[config.mk]
export PLATFORM = sky130hd
export DESIGN_NAME = npc_unit
export DESIGN_NICKNAME = d
export VERILOG_FILES = /design/src/rtl/npc_pkg.sv /design/src/rtl/npc_inc.sv /design/src/rtl/npc_branch_tgt.sv /design/src/rtl/npc_jump_tgt.sv /design/src/rtl/npc_select.sv /design/src/rtl/npc_unit.sv
export SDC_FILE = /design/constraint.sdc
export NUM_CORES = 1
export LEC_CHECK = 0
export BUFFER_PORTS_ARGS = -buffer_cell sky130_fd_sc_hd__buf_4
export CELL_PAD_IN_SITES_DETAIL_PLACEMENT = 1
export CELL_PAD_IN_SITES_GLOBAL_PLACEMENT = 2
export CORE_ASPECT_RATIO = 2
export CORE_UTILIZATION = 27
export CTS_CLUSTER_SIZE = 40
export DETAILED_ROUTE_END_ITERATION = 8
export GPL_TIMING_DRIVEN = 0
export PLACE_DENSITY = 0.85
export SLEW_MARGIN = 20
export SYNTH_ARGS = -nofsm -noshare
export SYNTH_HDL_FRONTEND = slang
export SYNTH_SLANG_ARGS = --single-unit
[constraint.sdc]
create_clock -name clk_i -period 4.4 [get_ports clk_i]
set_clock_uncertainty 0.2 [all_clocks]
set_input_delay 0.44 -clock clk_i [delete_from_list [all_inputs] [get_ports clk_i]]
set_output_delay 0.44 -clock clk_i [all_outputs]
set_load 0.05 [all_outputs]
[src/rtl/npc_pkg.sv]
package npc_pkg;
   typedef enum logic [1:0] {
      SRC_SEQ  = 2'd0,
      SRC_BR   = 2'd1,
      SRC_JMP  = 2'd2
   } npc_src_e;
endpackage

[src/rtl/npc_inc.sv]
module npc_inc #(
   parameter int ADDR_W     = 32,
   parameter int ALIGN_BITS = 2
) (
   input  logic [ADDR_W-1:0] pc_i,
   output logic [ADDR_W-1:0] inc_o
);
   localparam logic [ADDR_W-1:0] STEP = ADDR_W'(1) << ALIGN_BITS;

   always_comb begin
      inc_o = pc_i + STEP;
   end
endmodule

[src/rtl/npc_branch_tgt.sv]
module npc_branch_tgt #(
   parameter int ADDR_W     = 32,
   parameter int OFF_W      = 16,
   parameter int ALIGN_BITS = 2
) (
   input  logic [ADDR_W-1:0] base_i,
   input  logic [OFF_W-1:0]  disp_i,
   output logic [ADDR_W-1:0] target_o
);
   localparam int EXT_W = ADDR_W - OFF_W - ALIGN_BITS;

   logic [ADDR_W-1:0] disp_scaled;

   generate
      if (EXT_W > 0) begin : g_ext
         always_comb begin
            disp_scaled = {{EXT_W{disp_i[OFF_W-1]}}, disp_i, {ALIGN_BITS{1'b0}}};
         end
      end else begin : g_trunc
         always_comb begin
            disp_scaled = ADDR_W'({disp_i, {ALIGN_BITS{1'b0}}});
         end
      end
   endgenerate

   always_comb begin
      target_o = base_i + disp_scaled;
   end
endmodule

[src/rtl/npc_jump_tgt.sv]
module npc_jump_tgt #(
   parameter int ADDR_W     = 32,
   parameter int FIELD_W    = 26,
   parameter int ALIGN_BITS = 2
) (
   input  logic [ADDR_W-1:0]  base_i,
   input  logic [FIELD_W-1:0] field_i,
   output logic [ADDR_W-1:0]  target_o
);
   localparam int KEEP_W = ADDR_W - FIELD_W - ALIGN_BITS;

   generate
      if (KEEP_W > 0) begin : g_region
         always_comb begin
            target_o = {base_i[ADDR_W-1 -: KEEP_W], field_i, {ALIGN_BITS{1'b0}}};
         end
      end else begin : g_flat
         always_comb begin
            target_o = {field_i, {ALIGN_BITS{1'b0}}};
         end
      end
   endgenerate
endmodule

[src/rtl/npc_select.sv]
module npc_select
   import npc_pkg::*;
#(
   parameter int ADDR_W = 32
) (
   input  logic              branch_i,
   input  logic              jump_i,
   input  logic              zero_i,
   input  logic [ADDR_W-1:0] seq_i,
   input  logic [ADDR_W-1:0] br_i,
   input  logic [ADDR_W-1:0] jmp_i,
   output logic [ADDR_W-1:0] next_o
);
   npc_src_e src;

   always_comb begin
      if (jump_i) begin
         src = SRC_JMP;
      end else if (branch_i && zero_i) begin
         src = SRC_BR;
      end else begin
         src = SRC_SEQ;
      end
   end

   always_comb begin
      unique case (src)
         SRC_JMP: next_o = jmp_i;
         SRC_BR:  next_o = br_i;
         default: next_o = seq_i;
      endcase
   end
endmodule

[src/rtl/npc_unit.sv]
module npc_unit #(
   parameter int ADDR_W     = 32,
   parameter int INSTR_W    = 32,
   parameter int OFF_W      = 16,
   parameter int FIELD_W    = 26,
   parameter int ALIGN_BITS = 2,
   parameter logic [ADDR_W-1:0] RESET_PC = '0
) (
   input  logic               clk_i,
   input  logic               rst_i,
   input  logic [INSTR_W-1:0] instr_i,
   input  logic               branch_i,
   input  logic               jump_i,
   input  logic               zero_i,
   output logic [ADDR_W-1:0]  pc_o,
   output logic [ADDR_W-1:0]  next_pc_o
);
   initial begin
      if (OFF_W > INSTR_W)                    $error("npc_unit: OFF_W exceeds INSTR_W");
      if (FIELD_W > INSTR_W)                  $error("npc_unit: FIELD_W exceeds INSTR_W");
      if (FIELD_W + ALIGN_BITS > ADDR_W)      $error("npc_unit: jump field too wide");
      if (OFF_W + ALIGN_BITS > ADDR_W)        $error("npc_unit: displacement too wide");
      if (RESET_PC[ALIGN_BITS-1:0] != '0)     $error("npc_unit: RESET_PC misaligned");
   end

   logic [ADDR_W-1:0] pc_q;
   logic [ADDR_W-1:0] pc_seq;
   logic [ADDR_W-1:0] pc_br;
   logic [ADDR_W-1:0] pc_jmp;
   logic [ADDR_W-1:0] pc_nxt;

   npc_inc #(
      .ADDR_W     (ADDR_W),
      .ALIGN_BITS (ALIGN_BITS)
   ) u_inc (
      .pc_i  (pc_q),
      .inc_o (pc_seq)
   );

   npc_branch_tgt #(
      .ADDR_W     (ADDR_W),
      .OFF_W      (OFF_W),
      .ALIGN_BITS (ALIGN_BITS)
   ) u_br (
      .base_i   (pc_seq),
      .disp_i   (instr_i[OFF_W-1:0]),
      .target_o (pc_br)
   );

   npc_jump_tgt #(
      .ADDR_W     (ADDR_W),
      .FIELD_W    (FIELD_W),
      .ALIGN_BITS (ALIGN_BITS)
   ) u_jmp (
      .base_i   (pc_seq),
      .field_i  (instr_i[FIELD_W-1:0]),
      .target_o (pc_jmp)
   );

   npc_select #(
      .ADDR_W (ADDR_W)
   ) u_sel (
      .branch_i (branch_i),
      .jump_i   (jump_i),
      .zero_i   (zero_i),
      .seq_i    (pc_seq),
      .br_i     (pc_br),
      .jmp_i    (pc_jmp),
      .next_o   (pc_nxt)
   );

   always_ff @(posedge clk_i) begin
      if (rst_i) begin
         pc_q <= RESET_PC;
      end else begin
         pc_q <= pc_nxt;
      end
   end

   assign pc_o      = pc_q;
   assign next_pc_o = pc_nxt;
endmodule

==> impl_metrics.sql <==
INSERT INTO impl_metrics (metric_group, metric, value, unit) VALUES
('synthesis', 'number_of_enable_type_register_cells_in_the_synthesized_netlist', '0', ''),
('synthesis', 'fraction_of_the_mapped_netlist_area_in_compound_gates', '27.0', '%'),
('sta', 'clock.fmax', '213', 'MHz'),
('placed_design', 'gp_routability_congestion', '0.920', ''),
('clock_network', 'root_buffer_cell', 'clkbuf_16', ''),
('power_and_ir_drop', 'power-per-cell-area', '284', 'nW/um2'),
('finish', 'finished_core_util', '44.3', '%'),
('placed_design', 'hpwlAfterDp', '12700', 'um'),
('worst_setup_path', 'critical_path.max_stage_delay', '0.60', 'ns'),
('clock_network', 'cts_tree', 'done', ''),
('synthesis', 'seq_total_area_yosys', '17.2', '%'),
('placed_design', 'preCtsSetupSlack', '-0.554', 'ns'),
('worst_setup_path', 'worstReg2RegEnd', 'pc_o[30]$_SDFF_PP0_', ''),
('power_and_ir_drop', 'ir_drop', '140', 'uV'),
('worst_setup_path', 'cpMostUsedCell', 'buf_6', ''),
('sta', 'timing.setup.tns', '-1.28', 'ns'),
('route', 'routed_wire_length_per_instance', '21.7', 'um'),
('synthesis', 'post_synthesis_xor_xnor_area_fraction', '11.2', '%'),
('sta', 'grt_setup_unrepaired', 'true', ''),
('worst_setup_path', 'cp_cell_sequence', 'nand4_4, or4_4, nor2_4, buf_4, buf_6, buf_6, nand4_1, xor2_1, inv_1, ha_4, inv_2, o21bai_1, a31oi_1, or4_1, mux2_4, nand3_4, xnor2_4, buf_6', ''),
('route', 'finalWirelength', '17900', 'um'),
('placed_design', 'placement.io_buffers', '94', ''),
('sta', 'final_critical_delay_including_setup_and_external_delays', '4.70', 'ns'),
('floorplanning', 'rows', '60', ''),
('status', 'result_of_the_run', 'finished, violations left', ''),
('worst_setup_path', 'worstSetupPathType', 'flop to output pin', ''),
('power_and_ir_drop', 'total_leakage_power', '0.00264', 'uW'),
('worst_setup_path', 'critPathRequiredTime', '3.76', 'ns'),
('min_path', 'worst_hold_path_type', 'input port to flop', ''),
('floorplanning', 'die_width', '85.1', 'um'),
('global_route', 'grt_start_max_net_pins', '19', ''),
('synthesis', 'synth_cells', '509', ''),
('synthesis', 'synth_top_family_by_area', 'compound AO/OA/AOI/OAI gates', ''),
('sta', 'setup_ws', '-0.303', 'ns'),
('route', 'detailedRoute.firstIterationViolations', '173', ''),
('sta', 'finalHoldViolations', '0', ''),
('finish', 'final_cell_mix', '136 x buf_4, 45 x nor2_1, 38 x nand2_1', ''),
('route', 'route.antenna.remaining_nets', '0', ''),
('worst_setup_path', 'worst_r2r_startpoint', 'pc_o[10]$_SDFF_PP0_', ''),
('worst_setup_path', 'reg2reg_depth', '16', ''),
('worst_setup_path', 'setup.worst_path.start', 'pc_o[10]$_SDFF_PP0_', ''),
('clock_network', 'postCtsHoldBufs', '0', ''),
('finish', 'insertedDiodeCount', '0', ''),
('worst_setup_path', 'reg2reg_slack', '0.35', 'ns'),
('min_path', 'worst_hold_path.num_cells', '2', ''),
('power_and_ir_drop', 'swShare', '45.5', '%'),
('synthesis', 'synth_top_area_share', '17.2', '%'),
('floorplanning', 'core_region_area', '13400', 'um2'),
('synthesis', 'share_of_cell_area_taken_by_muxes_after_synthesis', '1.14', '%'),
('synthesis', 'synth_fa_ha_area_share', '12.3', '%'),
('clock_network', 'total_clock_buffers_created_by_cts', '5', ''),
('power_and_ir_drop', 'p_total', '1690', 'uW'),
('synthesis', 'simple_gate_portion_of_the_synthesized_area', '25.8', '%'),
('floorplanning', 'die_y', '168', 'um'),
('synthesis', 'yosys.cell_types.count', '64', ''),
('synthesis', 'post_synth.cell_area_avg', '7.32', 'um2'),
('synthesis', 'post_synthesis_async_set_or_reset_flop_share', '0', '%'),
('route', 'detail_route.first_pass.iterations', '6', ''),
('global_route', 'vias_in_the_first_global_route', '4906', ''),
('sta', 'maxSlewHeadroom', '41.3', '%'),
('status', 'violations_in_the_final_reports', 'negative setup slack', ''),
('sta', 'setup_viol', '10', ''),
('finish', 'areaGrowthSynthToFinish', '59.7', '%'),
('sta', 'layout_worst_path_cycle_share', '107', '%'),
('worst_setup_path', 'critical_path_arrival', '4.06', 'ns'),
('synthesis', 'net_count_after_synthesis', '582', ''),
('power_and_ir_drop', 'sequential_fraction_of_design_power', '20.6', '%'),
('job', 'max-cap-violations', '0', ''),
('power_and_ir_drop', 'power_frac_comb', '56.2', '%'),
('synthesis', 'yosysWarnings', '0', ''),
('finish', 'layout-drive-gt1-share', '42.0', '%');
## worst min-delay path by stage
stage | from | to | slack (ns)
floorplan | rst_i | pc_o[12]$_SDFF_PP0_ | 0.30
global placement | pc_o[0]$_SDFF_PP0_ | pc_o[0]$_SDFF_PP0_ | 0.39
detailed placement | pc_o[1]$_SDFF_PP0_ | pc_o[1]$_SDFF_PP0_ | 0.40
CTS | rst_i | pc_o[13]$_SDFF_PP0_ | 0.17
global route | rst_i | pc_o[13]$_SDFF_PP0_ | 0.18
finish | rst_i | pc_o[13]$_SDFF_PP0_ | 0.18
## cell usage after synthesis, types with 3 or more instances
cell type and count:
o21ai_1 3, and2b_1 4, and2_1 3, nor3_1 8, a21oi_1 44, a211oi_1 13
clkbuf_1 16, nor2_1 52, ha_1 35, a31oi_1 5, o21bai_1 4, o22ai_1 5
a21o_1 12, o21a_1 12, o21ai_0 30, nand2_1 48, or2_2 3, o31a_1 3
nand4_1 11, inv_1 22, nand3_1 21, nor2b_1 21, dfxtp_1 32, xnor2_1 27
o211ai_1 4, xor2_1 19, and3_1 6
## per-stage QoR
step           hold WS (ns)  instance area (um2)
4_1_cts               0.167                 5550
3_3_place_gp          0.394                 4730
2_1_floorplan         0.304                 3830
3_5_place_dp          0.405                 4740
6_report              0.177                 5950
5_1_grt               0.180                 5950
## power groups by stage
stage / clock, uW / combinational [uW] / sequential [uW]
final: 391 / 948 / 348
after floorplan: 0 / 467 / 423
after detailed placement: 0 / 768 / 354
after global placement: 0 / 757 / 353
after CTS: 393 / 873 / 347
after global routing: 399 / 1010 / 351
## worst max-delay path, delay by kind of cell, from the launching register on
kind | cells | cell delay (ns)
buffers and inverters | 6 | 0.61
XOR/XNOR | 2 | 0.30
AND/OR/NAND/NOR | 6 | 1.59
AO/OA/AOI/OAI | 2 | 0.33
flip-flops | 1 | 0.37
adder cells (fa/ha/maj) | 1 | 0.30
multiplexers | 1 | 0.29
## repair_timing
item	CTS	global route
setup buffers	44	20
resized for setup	74	59
cloned	0	0
endpoints found under the setup margin	19	17
pin swaps	39	41
## metal layers
metal  wire length, um  share of wire, %  vias to the layer above  GRT usage, %
met2              9910                55                      148          44.9
met3               630               3.5                       86          2.21
li1                  -                 -                     2135             -
met5                 0                 0                        -             0
met4              1510               8.4                        0          20.2
met1              5810                33                     2225          22.1
## cell families (layout without fill, tap and decap cells)
family                     count (synthesis)  in the layout
DFF                                       32             32
adders and majority gates                 36             36
and+or+nand+nor                          191            191
buffers and inverters                     45            202
muxes                                      4              4
xor gates and xnor gates                  47             47
AOI/OAI and AO/OA                        154            154
## final cells by class
type                    instances  area [um2]
fillers                      1602        7490
clock buffers                   8         156
plain buffers                  14        77.6
well taps                     155         194
multi-input cells             432        3490
repair buffers                157        1270
flip-flops and latches         32         678
inverters                      23        86.3
No activity file was read; power rests on OpenSTA's default activity.
